## src/rtl/segPkg.sv

```systemverilog
package segPkg;
  localparam int SEG_W     = 3;
  localparam int SEG_COUNT = 6;
  localparam int SLOTS     = 1 << SEG_W;
  localparam int ADDR_W    = 32;
  localparam int SEL_W     = 16;
  localparam int LIM_W     = 20;
  localparam int PAGE_BITS = 12;

  localparam logic [SEG_W-1:0] SEG_CODE  = 3'd0;
  localparam logic [SEG_W-1:0] SEG_DATA  = 3'd1;
  localparam logic [SEG_W-1:0] SEG_STACK = 3'd2;

  localparam logic [1:0] KIND_FETCH = 2'd0;
  localparam logic [1:0] KIND_STACK = 2'd1;
  localparam logic [1:0] KIND_DATA  = 2'd2;

  typedef struct packed {
    logic              usable;
    logic [ADDR_W-1:0] base;
    logic [LIM_W-1:0]  limit;
    logic [3:0]        segType;
    logic              sysFlag;
    logic              gran;
    logic              db;
    logic [1:0]        rpl;
  } hiddenDesc_t;

  typedef struct packed {
    logic latchReq;
    logic captureLo;
    logic readHi;
    logic commitDesc;
    logic commitNull;
  } ctrlStrobe_t;
endpackage

```

## src/rtl/segCtrl.sv

```systemverilog
module segCtrl
  import segPkg::*;
(
  input  logic        clk,
  input  logic        rstN,
  input  logic        loadReq,
  input  logic        reqNull,
  input  logic        reqStack,
  input  logic        reqSegBad,
  input  logic        memAck,
  input  logic        descOk,
  output ctrlStrobe_t strobe,
  output logic        memReq,
  output logic        loadBusy,
  output logic        loadDone,
  output logic        loadFault
);
  typedef enum logic [1:0] {ST_IDLE, ST_LO, ST_HI} ctrlState_t;

  ctrlState_t state, nextState;
  logic doneNext, faultNext;

  always_comb begin
    strobe    = '0;
    nextState = state;
    doneNext  = 1'b0;
    faultNext = 1'b0;
    case (state)
      ST_IDLE: begin
        if (loadReq) begin
          if (reqSegBad) begin
            faultNext = 1'b1;
          end else if (reqNull) begin
            if (reqStack) begin
              faultNext = 1'b1;
            end else begin
              strobe.commitNull = 1'b1;
              doneNext          = 1'b1;
            end
          end else begin
            strobe.latchReq = 1'b1;
            nextState       = ST_LO;
          end
        end
      end
      ST_LO: begin
        if (memAck) begin
          strobe.captureLo = 1'b1;
          nextState        = ST_HI;
        end
      end
      ST_HI: begin
        strobe.readHi = 1'b1;
        if (memAck) begin
          nextState = ST_IDLE;
          if (descOk) begin
            strobe.commitDesc = 1'b1;
            doneNext          = 1'b1;
          end else begin
            faultNext = 1'b1;
          end
        end
      end
      default: nextState = ST_IDLE;
    endcase
  end

  assign memReq   = (state != ST_IDLE);
  assign loadBusy = (state != ST_IDLE);

  always_ff @(posedge clk) begin
    if (!rstN) begin
      state     <= ST_IDLE;
      loadDone  <= 1'b0;
      loadFault <= 1'b0;
    end else begin
      state     <= nextState;
      loadDone  <= doneNext;
      loadFault <= faultNext;
    end
  end

  // a load never both succeeds and fails
  p_done_fault_excl_r4: assert property (@(posedge clk) disable iff (!rstN)
    !(loadDone && loadFault));

  // the high word is fetched only after the low word was acknowledged
  p_hi_after_lo_r2: assert property (@(posedge clk) disable iff (!rstN)
    (state == ST_LO && memAck) |=> (state == ST_HI));

  // a request during a fetch does not restart the sequence
  p_busy_ignore_r11: assert property (@(posedge clk) disable iff (!rstN)
    (state == ST_LO && !memAck) |=> (state == ST_LO));
endmodule

```

## src/rtl/segDatapath.sv

```systemverilog
module segDatapath
  import segPkg::*;
(
  input  logic              clk,
  input  logic              rstN,
  input  ctrlStrobe_t       strobe,
  input  logic [SEL_W-1:0]  loadSel,
  input  logic [SEG_W-1:0]  loadSeg,
  input  logic [ADDR_W-1:0] globalBase,
  input  logic [ADDR_W-1:0] localBase,
  input  logic              memAck,
  input  logic [31:0]       memData,
  output logic [ADDR_W-1:0] memAddr,
  output logic              reqNull,
  output logic              reqStack,
  output logic              reqSegBad,
  output logic              descOk,
  input  logic              xlReq,
  input  logic [1:0]        xlKind,
  input  logic [SEG_W-1:0]  xlSeg,
  input  logic [ADDR_W-1:0] xlOffset,
  output logic              xlValid,
  output logic              xlFault,
  output logic [ADDR_W-1:0] linAddr,
  output logic [1:0]        xlRpl,
  output logic [3:0]        xlType,
  output logic              xlSys,
  output logic              xlDb
);
  logic [SEL_W-1:0]  pendSel;
  logic [SEG_W-1:0]  pendSeg;
  logic [31:0]       loWord;
  logic [ADDR_W-1:0] descAddr;
  hiddenDesc_t       newDesc;
  hiddenDesc_t       nullDesc;
  hiddenDesc_t       hid [SLOTS];

  // request classification, straight from the load port
  assign reqNull   = (loadSel[SEL_W-1:2] == '0);
  assign reqStack  = (loadSeg == SEG_STACK);
  assign reqSegBad = (loadSeg >= SEG_W'(SEG_COUNT));

  always_ff @(posedge clk) begin
    if (!rstN) begin
      pendSel <= '0;
      pendSeg <= '0;
      loWord  <= '0;
    end else begin
      if (strobe.latchReq) begin
        pendSel <= loadSel;
        pendSeg <= loadSeg;
      end
      if (strobe.captureLo) loWord <= memData;
    end
  end

  // descriptor address generation
  assign descAddr = (pendSel[2] ? localBase : globalBase)
                  + ADDR_W'({pendSel[SEL_W-1:3], 3'b000});
  assign memAddr  = descAddr + (strobe.readHi ? ADDR_W'(4) : ADDR_W'(0));

  // high-word validation and unpacking
  assign descOk = memData[25] && (memData[31:28] == 4'd0);

  always_comb begin
    newDesc         = '0;
    newDesc.usable  = 1'b1;
    newDesc.base    = loWord;
    newDesc.limit   = memData[LIM_W-1:0];
    newDesc.segType = memData[23:20];
    newDesc.sysFlag = memData[24];
    newDesc.gran    = memData[26];
    newDesc.db      = memData[27];
    newDesc.rpl     = pendSel[1:0];
    nullDesc        = '0;
    nullDesc.rpl    = loadSel[1:0];
  end

  // hidden descriptor registers
  for (genvar i = 0; i < SLOTS; i++) begin : g_slot
    if (i < SEG_COUNT) begin : g_real
      always_ff @(posedge clk) begin
        if (!rstN) begin
          hid[i] <= '0;
        end else if (strobe.commitDesc && pendSeg == SEG_W'(i)) begin
          hid[i] <= newDesc;
        end else if (strobe.commitNull && loadSeg == SEG_W'(i)) begin
          hid[i] <= nullDesc;
        end
      end

      // a register changes only on a commit aimed at it
      p_hidden_hold_r4: assert property (@(posedge clk) disable iff (!rstN)
        (!(strobe.commitDesc && pendSeg == SEG_W'(i)) &&
         !(strobe.commitNull && loadSeg == SEG_W'(i))) |=> $stable(hid[i]));
    end else begin : g_tie
      assign hid[i] = '0;
    end
  end

  // translation
  logic [SEG_W-1:0]  selIdx;
  hiddenDesc_t       cur;
  logic [ADDR_W-1:0] effOff;
  logic [ADDR_W-1:0] effLim;
  logic              xlOk;

  always_comb begin
    case (xlKind)
      KIND_FETCH: selIdx = SEG_CODE;
      KIND_STACK: selIdx = SEG_STACK;
      KIND_DATA:  selIdx = SEG_DATA;
      default:    selIdx = xlSeg;
    endcase
    cur    = hid[selIdx];
    effOff = cur.db ? xlOffset : ADDR_W'(xlOffset[15:0]);
    effLim = cur.gran ? {cur.limit, {PAGE_BITS{1'b1}}} : ADDR_W'(cur.limit);
    xlOk   = cur.usable && (effOff <= effLim);
  end

  always_ff @(posedge clk) begin
    if (!rstN) begin
      xlValid <= 1'b0;
      xlFault <= 1'b0;
      linAddr <= '0;
      xlRpl   <= '0;
      xlType  <= '0;
      xlSys   <= 1'b0;
      xlDb    <= 1'b0;
    end else begin
      xlValid <= xlReq && xlOk;
      xlFault <= xlReq && !xlOk;
      if (xlReq && xlOk) begin
        linAddr <= cur.base + effOff;
        xlRpl   <= cur.rpl;
        xlType  <= cur.segType;
        xlSys   <= cur.sysFlag;
        xlDb    <= cur.db;
      end else begin
        linAddr <= '0;
        xlRpl   <= '0;
        xlType  <= '0;
        xlSys   <= 1'b0;
        xlDb    <= 1'b0;
      end
    end
  end

  // address held while the read waits
  p_addr_stable_r2: assert property (@(posedge clk) disable iff (!rstN)
    (strobe.readHi && !memAck) |=> $stable(memAddr));

  // a result is either valid or faulted, never both
  p_valid_fault_excl_r8: assert property (@(posedge clk) disable iff (!rstN)
    !(xlValid && xlFault));

  // a result appears only one cycle after a request
  p_result_after_req_r7: assert property (@(posedge clk) disable iff (!rstN)
    (xlValid || xlFault) |-> $past(xlReq));

  // a fault carries no address
  p_fault_zero_addr_r8: assert property (@(posedge clk) disable iff (!rstN)
    xlFault |-> (linAddr == '0));
endmodule

```

## src/rtl/segXlateUnit.sv

```systemverilog
module segXlateUnit
  import segPkg::*;
(
  input  logic        clk,
  input  logic        rstN,
  input  logic        loadReq,
  input  logic [2:0]  loadSeg,
  input  logic [15:0] loadSel,
  output logic        loadBusy,
  output logic        loadDone,
  output logic        loadFault,
  input  logic [31:0] globalBase,
  input  logic [31:0] localBase,
  output logic        memReq,
  output logic [31:0] memAddr,
  input  logic        memAck,
  input  logic [31:0] memData,
  input  logic        xlReq,
  input  logic [1:0]  xlKind,
  input  logic [2:0]  xlSeg,
  input  logic [31:0] xlOffset,
  output logic        xlValid,
  output logic        xlFault,
  output logic [31:0] linAddr,
  output logic [1:0]  xlRpl,
  output logic [3:0]  xlType,
  output logic        xlSys,
  output logic        xlDb
);
  ctrlStrobe_t strobe;
  logic reqNull, reqStack, reqSegBad, descOk;

  segCtrl u_ctrl (
    .clk       (clk),
    .rstN      (rstN),
    .loadReq   (loadReq),
    .reqNull   (reqNull),
    .reqStack  (reqStack),
    .reqSegBad (reqSegBad),
    .memAck    (memAck),
    .descOk    (descOk),
    .strobe    (strobe),
    .memReq    (memReq),
    .loadBusy  (loadBusy),
    .loadDone  (loadDone),
    .loadFault (loadFault)
  );

  segDatapath u_dp (
    .clk        (clk),
    .rstN       (rstN),
    .strobe     (strobe),
    .loadSel    (loadSel),
    .loadSeg    (loadSeg),
    .globalBase (globalBase),
    .localBase  (localBase),
    .memAck     (memAck),
    .memData    (memData),
    .memAddr    (memAddr),
    .reqNull    (reqNull),
    .reqStack   (reqStack),
    .reqSegBad  (reqSegBad),
    .descOk     (descOk),
    .xlReq      (xlReq),
    .xlKind     (xlKind),
    .xlSeg      (xlSeg),
    .xlOffset   (xlOffset),
    .xlValid    (xlValid),
    .xlFault    (xlFault),
    .linAddr    (linAddr),
    .xlRpl      (xlRpl),
    .xlType     (xlType),
    .xlSys      (xlSys),
    .xlDb       (xlDb)
  );

  // no memory traffic outside a load
  p_mem_only_busy_r10: assert property (@(posedge clk) disable iff (!rstN)
    !loadBusy |-> !memReq);
endmodule

```

## config.mk

```make
export PLATFORM = sky130hd
export DESIGN_NAME = segXlateUnit
export DESIGN_NICKNAME = d
export VERILOG_FILES = /design/src/rtl/segPkg.sv /design/src/rtl/segCtrl.sv /design/src/rtl/segDatapath.sv /design/src/rtl/segXlateUnit.sv
export SDC_FILE = /design/constraint.sdc
export NUM_CORES = 1
export LEC_CHECK = 0
export BUFFER_PORTS_ARGS = -buffer_cell sky130_fd_sc_hd__buf_2
export CORE_MARGIN = 3
export CORE_UTILIZATION = 35
export CTS_BUF_LIST = sky130_fd_sc_hd__clkbuf_4
export DETAILED_ROUTE_END_ITERATION = 12
export HOLD_SLACK_MARGIN = 0.02
export PLACE_DENSITY = 0.58
export SYNTH_ARGS = -nofsm -noshare
export SYNTH_HDL_FRONTEND = slang
export SYNTH_SLANG_ARGS = --single-unit
```

## constraint.sdc

```tcl
create_clock -name clk -period 6.89 [get_ports clk]
set_clock_uncertainty 0.15 [all_clocks]
set_input_delay 1.378 -clock clk [delete_from_list [all_inputs] [get_ports clk]]
set_output_delay 1.378 -clock clk [all_outputs]
set_load 0.01 [all_outputs]
```

==> flow_metrics.env, run 1 <==
export IMPL_status="finished, final reports clean"
export IMPL_fin_crit_ns=6.18
export IMPL_syn_nets=3086
export IMPL_p_per_area_nw_per_um2=212
export IMPL_drt_iter0_drc=2257
export IMPL_place_inst=3824
export IMPL_tightest_slew_ns=1.17
export IMPL_async_flop_share_pct=0
export IMPL_syn_to_final_growth_pct=14.7
export IMPL_finalNetCount=3276
export IMPL_first_global_vias=21300
export IMPL_coreArea_um2=68000
export IMPL_cap_violations=0
export IMPL_die_h_um=269
export IMPL_drc=0
export IMPL_slowest_stage="dfxtp_2"
export IMPL_grt_usage_pct=23.4
export IMPL_synth_area_um2=24300
export IMPL_layout_cells_non_filler=4057
export IMPL_ys_types=69
export IMPL_syn_instance_count=2850
export IMPL_io_buffers=234
export IMPL_antenna_found_initial=8
export IMPL_met3_usage_pct=5.28
export IMPL_slew_headroom_pct=21.0
export IMPL_ys_seq_area_share_pct=38.7
export IMPL_dieArea_um2=72600
export IMPL_vias=22300
export IMPL_grt_pass1_wl_mm=132
export IMPL_busiest_layer="met2"
export IMPL_crit_path_max_incr_delay_ns=0.74
export IMPL_dieWidth_um=269
export IMPL_grt_use_met1_pct=32.4
export IMPL_antenna_left=0
export IMPL_fmax_ghz=0.162
export IMPL_slew_viol_final=0
export IMPL_hpwlAfterDp_mm=55.7
export IMPL_synth_ff_type="dfxtp_1"
export IMPL_rsz0062_at_grt="no"
export IMPL_dr_pass1_iters=5
export IMPL_gr_usage_met2_pct=36.5
export IMPL_fillerInstances=7020
export IMPL_place_ws_ns=0.969
export IMPL_critical_path_required_ns=5.36
export IMPL_drive_gt1_share_pct=19.9
export IMPL_synth_edf_count=0
export IMPL_design_area_um2=27800
export IMPL_avgSynthCellArea_um2=8.52
export IMPL_cts_sinks=469
export IMPL_power_leakage_uw=0.0104
export IMPL_row_count=95
export IMPL_final_cell_mix="588 x nand2_1, 468 x dfxtp_1, 326 x nand3_1"
export IMPL_clkLatencyLatePin_ns=0.97
export IMPL_clkTransAtPathRegs_ns=0.05
export IMPL_crit_path_end_kind="primary output"
export IMPL_regArea_um2=9390
export IMPL_cts_buffers_inserted=135
export IMPL_crit_top_cell="o21bai_1"
export IMPL_via_per_inst=5.49
export IMPL_dpl_cell_area_um2=26100
export IMPL_start_kind="flip-flop"
export IMPL_tritoncts="built"
export IMPL_max_vdd_ir_drop_mv=0.131
export IMPL_setup_slack_ns=0.714
export IMPL_ys_seq_elements=469
export IMPL_final_setup_viol_count=0
export IMPL_path_class="flip-flop to primary output"
export IMPL_path_cells="buf_4, mux2_2, ha_1, a21oi_1, o21ai_0, o21bai_1, o41ai_2, o21bai_1, a21oi_2, nor4_1, xnor2_1, buf_2"
export IMPL_setup_tns_ns=0
export IMPL_ios=235
export IMPL_whs_ns=0.300
export IMPL_wire_per_inst_um=21.5
export IMPL_grt_max_degree=193
export IMPL_multi_input_area_um2=13900
export IMPL_finalCritPeriodShare_pct=89.6
export IMPL_start_util_pct=35.7
export IMPL_hold_class="flip-flop to flip-flop"
export IMPL_hold_violations=0
export IMPL_cts_buffer_depth=3
export IMPL_arrival_ns=4.65
export IMPL_cts_htree_levels=4
export IMPL_wirelength_mm=87.1
export IMPL_gp_congestion=0.914
export IMPL_postCtsHoldBufs=0
export IMPL_cts_root_buf="clkbuf_4"
export IMPL_post_cts_buffers=0
export IMPL_yosys_warnings=0
export IMPL_grt_overflow_total=0
export IMPL_path_max_fanout=30
export IMPL_ctsResizeCount=0
export IMPL_layout_commonest_cell="nand2_1"
[path summary, 6_finish.rpt]
kind,from,cells after the start,endpoint,slack (ns)
max,u_dp.pendSel[2],12,memAddr[26],0.71
min,u_dp.hid[316],2,u_dp.hid[316],0.30
max reg2reg,u_dp.hid[437],13,u_dp.linAddr[27],2.86
min reg2reg,u_dp.hid[316],2,u_dp.hid[316],0.30
[logic make-up (layout without fill, tap and decap cells)]
| kind of cell | after synthesis | after routing | share of synthesized area, % |
|---|---|---|---|
| fa+ha+maj | 79 | 79 | 4.13 |
| mux | 171 | 171 | 10.3 |
| buf+inv | 247 | 530 | 4.32 |
| compound gates | 666 | 666 | 19.4 |
| flops | 469 | 469 | 38.7 |
| other cells | 0 | 3 | 0 |
| xor+xnor | 55 | 55 | 1.98 |
| simple gates | 1163 | 1163 | 21.2 |
[routing by layer]
layer,wire (µm),up-vias
met1,39000,10800
met5,37,-
met4,1840,6
met3,7280,139
li1,-,10400
met2,39000,899
[critical path, delay by kind of cell, from the launching register on]
| kind | cells | cell delay (ns) |
|---|---|---|
| adders and majority gates | 1 | 0.36 |
| xor gates and xnor gates | 1 | 0.18 |
| DFF | 1 | 0.74 |
| buffers and inverters | 2 | 0.57 |
| and+or+nand+nor | 1 | 0.38 |
| AOI/OAI and AO/OA | 6 | 1.06 |
| muxes | 1 | 0.38 |
[cell usage after synthesis, drive strengths merged, types with 2 or more instances]
master / instances / area share [%]
a31oi: 11 / 0.31
xnor2: 31 / 1.1
buf: 74 / 1.6
mux2: 25 / 1.2
nand4: 19 / 0.49
xor2: 24 / 0.87
and3: 11 / 0.28
a21boi: 408 / 13
o21a: 11 / 0.34
nor2: 107 / 1.7
o211a: 9 / 0.37
o221ai: 4 / 0.14
o21bai: 6 / 0.19
and2: 19 / 0.49
a31o: 3 / 0.11
a21oi: 86 / 1.8
a211oi: 13 / 0.40
nand2b: 7 / 0.18
a21o: 18 / 0.56
a32oi: 3 / 0.11
a221oi: 3 / 0.11
o31ai: 4 / 0.12
nor3b: 4 / 0.12
o21ai: 65 / 1.4
clkbuf: 151 / 2.3
fa: 2 / 0.16
mux2i: 86 / 3.5
a22oi: 4 / 0.14
dfxtp: 469 / 39
mux4: 60 / 5.6
ha: 77 / 4.0
nor3: 9 / 0.21
o31a: 2 / 0.072
or2: 14 / 0.36
nand2: 592 / 9.2
o41ai: 2 / 0.10
nor4: 9 / 0.29
nand3: 333 / 6.9
nor2b: 35 / 0.91
a32o: 2 / 0.082
o211ai: 3 / 0.093
inv: 22 / 0.34
[through the flow]
| step | total power (µW) | util [%] |
|---|---|---|
| 2_1_floorplan | 3080 | - |
| 3_3_place_gp | 3290 | 38.4 |
| 3_5_place_dp | 3290 | 38.4 |
| 4_1_cts | 5970 | 40.9 |
| 5_1_grt | 6170 | 40.9 |
| 6_report | 5910 | 40.9 |
[state kept, by name, indices dropped and copies added, names as in the netlist]
name / count
u_dp.xlDb: 1
u_dp.xlType: 4
u_dp.linAddr: 32
u_dp.pendSel: 16
u_dp.xlRpl: 2
u_dp.loWord: 32
u_dp.xlValid: 1
u_dp.pendSeg: 3
u_dp.xlFault: 1
u_ctrl.loadDone: 1
u_ctrl.loadFault: 1
u_dp.xlSys: 1
u_ctrl.state: 2
u_dp.hid: 372
[cell type report]
cell class,instances,area share [%]
Clock inverter,32,0.831
Multi-Input combinational cell,2134,49.9
Tap cell,921,4.14
Timing Repair Buffer,278,5.70
Antenna cell,3,0.0270
Clock buffer,198,5.34
Inverter,22,0.297
Sequential cell,469,33.7
[power breakdown]
part	switching [µW]	total, µW	internal (µW)
Sequential	28.6	2750	2730
Combinational	280	479	199
Clock	1220	2680	1460
No activity file was read; power rests on OpenSTA's default activity.
==> inputs of run 2 (changes only) <==
--- a/config.mk
+++ b/config.mk
@@ -14,4 +14,5 @@
 export PLACE_DENSITY = 0.58
 export SYNTH_ARGS = -nofsm -noshare
 export SYNTH_HDL_FRONTEND = slang
+export SYNTH_HIERARCHICAL = 1
 export SYNTH_SLANG_ARGS = --single-unit
==> run 2 against run 1 <==
  * Clock power about the same
  * Combinational power down 1%
  * Power down 0.48%
  * Sequential power about the same
  * Global-route usage down 2.2 points
  * Critical path depth up 1
  * Count of clock-buffer cells in the layout down 2
==> flow_metrics.env, run 2 <==
export IMPL_slew_headroom_pct=20.9
export IMPL_largestRegisters="u_dp/hid (372), u_dp/linAddr (32), u_dp/loWord (32)"
export IMPL_met3_usage_pct=4.41
export IMPL_finalNetCount=2854
export IMPL_gp_congestion=0.882
export IMPL_io_buffers=234
export IMPL_dieArea_um2=69900
export IMPL_critical_path_required_ns=5.36
export IMPL_post_cts_buffers=0
export IMPL_yosysMostFrequentCell="dfxtp_1"
export IMPL_fin_crit_ns=6.49
export IMPL_wire_per_inst_um=21.3
export IMPL_syn_instance_count=2404
export IMPL_yosys_warnings=6
export IMPL_dieWidth_um=264
export IMPL_synth_ff_type="dfxtp_1"
export IMPL_async_flop_share_pct=0
export IMPL_cts_root_buf="clkbuf_4"
export IMPL_path_max_fanout=44
export IMPL_coreArea_um2=66000
export IMPL_busiest_layer="met2"
export IMPL_ys_types=77
export IMPL_ys_seq_area_share_pct=40.2
export IMPL_grt_overflow_total=0
export IMPL_synth_top_family_by_area="simple AND/OR/NAND/NOR gates"
export IMPL_ys_seq_elements=469
export IMPL_cts_buffer_depth=3
export IMPL_antenna_left=0
export IMPL_tightest_slew_ns=1.18
export IMPL_final_setup_viol_count=0
export IMPL_whs_ns=0.363
export IMPL_grt_max_degree=229
export IMPL_ios=235
export IMPL_rsz0062_at_grt="no"
export IMPL_vias=19600
export IMPL_arrival_ns=4.96
export IMPL_grt_pass1_wl_mm=115
export IMPL_top_register="u_dp/hid"
export IMPL_drt_iter0_drc=1521
export IMPL_cts_htree_levels=4
export IMPL_cap_violations=0
export IMPL_avgSynthCellArea_um2=9.73
export IMPL_final_cell_mix="468 x dfxtp_1, 430 x nor2b_1, 354 x a22oi_1"
export IMPL_path_class="flip-flop to primary output"
export IMPL_fmax_ghz=0.154
export IMPL_synth_edf_count=0
export IMPL_dr_pass1_iters=6
export IMPL_via_per_inst=5.46
export IMPL_p_per_area_nw_per_um2=218
export IMPL_die_h_um=264
export IMPL_gr_usage_met2_pct=34.5
export IMPL_antenna_found_initial=15
export IMPL_cts_buffers_inserted=132
export IMPL_place_inst=3348
export IMPL_layout_cells_non_filler=3590
export IMPL_wirelength_mm=76.3
export IMPL_postCtsHoldBufs=0
export IMPL_synth_compound_area_share_pct=18.1
export IMPL_hpwlAfterDp_mm=46.8
export IMPL_synth_area_um2=23400
export IMPL_largest_reg_flops=372
export IMPL_grt_use_met1_pct=26.6
export IMPL_slew_viol_final=0
export IMPL_yosysTopAreaCellShare_pct=40.2
export IMPL_drive_gt1_share_pct=22.6
export IMPL_r2r_setup_slack_ns=2.63
export IMPL_syn_to_final_growth_pct=15.3
export IMPL_ys_top_cells_by_area="dfxtp_1 40%, nor2b_1 12%, a22oi_1 11%, mux2i_1 6.0%, mux4_2 5.8%"
export IMPL_finalCritPeriodShare_pct=94.2
export IMPL_start_kind="flip-flop"
export IMPL_synth_simple_area_share_pct=18.5
export IMPL_yosys_area_share_xor_xnor_pct=2.13
export IMPL_fillerInstances=6505
export IMPL_hold_violations=0
export IMPL_status="finished, final reports clean"
export IMPL_hold_class="flip-flop to flip-flop"
export IMPL_clkLatencyLatePin_ns=0.99
export IMPL_grt_usage_pct=21.1
export IMPL_clkTransAtPathRegs_ns=0.06
export IMPL_drc=0
export IMPL_first_global_vias=19700
export IMPL_ctsResizeCount=0
export IMPL_syn_nets=2640
export IMPL_yosys_area_share_adder_pct=4.29
export IMPL_synth_mux_area_share_pct=13.0
export IMPL_yosys_area_top_type="dfxtp_1"
export IMPL_ys_top_cells_by_count="469 x dfxtp_1, 433 x nor2b_1, 354 x a22oi_1"
export IMPL_start_util_pct=35.4
export IMPL_setup_tns_ns=0
export IMPL_power_leakage_uw=0.00992
export IMPL_cts_sinks=469
export IMPL_layout_commonest_cell="dfxtp_1"
export IMPL_row_count=94
export IMPL_crit_path_end_kind="primary output"
export IMPL_max_vdd_ir_drop_mv=0.166
export IMPL_tritoncts="built"
==> run 2: area by class of cell <==
| type | count | area (µm²) | share of cell area [%] |
|---|---|---|---|
| Clock buffer | 196 | 1470 | 5.46 |
| Sequential cell | 469 | 9390 | 34.8 |
| Tap cell | 864 | 1080 | 4.01 |
| Antenna cell | 10 | 25.0 | 0.0928 |
| Inverter | 26 | 97.6 | 0.362 |
| Clock inverter | 36 | 249 | 0.924 |
| Timing Repair Buffer | 261 | 1430 | 5.32 |
| Multi-Input combinational cell | 1728 | 13200 | 49.0 |
==> run 2: kinds of logic after synthesis <==
logic type	Yosys count
adders and majority gates	79
muxes	225
xor gates and xnor gates	56
DFF	469
and+or+nand+nor	762
buffers and inverters	207
AOI/OAI and AO/OA	606
==> run 2: final timing paths <==
| path | to | startpoint | cells past startpoint |
|---|---|---|---|
| worst min register to register | u_dp/hid[299] | u_dp/hid[299] | 2 |
| worst max register to register | u_dp/linAddr[1] | u_dp/hid[251] | 12 |
| worst max-delay path | memAddr[26] | u_dp/pendSel[2] | 13 |
| worst min-delay path | u_dp/hid[299] | u_dp/hid[299] | 2 |
==> run 2: layer usage <==
layer  up-vias  share of wire (%)  wire length (µm)
met4         6                3.4              2620
met5         -              0.055                42
li1       9195                  -                 -
met2       681                 47             36000
met3       150                6.6              5030
met1      9579                 43             32600
==> run 2: stage by stage <==
step | setup slack, ns | total power (µW) | utilization (%) | area (µm²)
2_1_floorplan | 1.82 | 3100 | - | 23400
5_1_grt | 0.123 | 6140 | 40.8 | 26900
4_1_cts | 0.352 | 5960 | 40.8 | 26900
6_report | 0.400 | 5880 | 40.8 | 27000
3_3_place_gp | 0.990 | 3280 | 38.2 | 25200
3_5_place_dp | 0.901 | 3280 | 38.2 | 25200
==> run 2: power breakdown <==
part	internal, µW	total (µW)	switching (µW)
logic	209	472	263
registers	2730	2750	27.5
clock network	1450	2660	1210
==> run 2: critical path, stage by stage (launching register included) <==
cell,delay (ns)
dfxtp_2,0.99
mux2_2,0.44
ha_1,0.22
inv_1,0.09
fa_1,0.21
inv_1,0.05
a21o_1,0.20
a211oi_2,0.31
a21oi_1,0.18
o211ai_2,0.50
nor3_1,0.15
xnor2_1,0.16
mux2i_1,0.32
buf_2,0.20
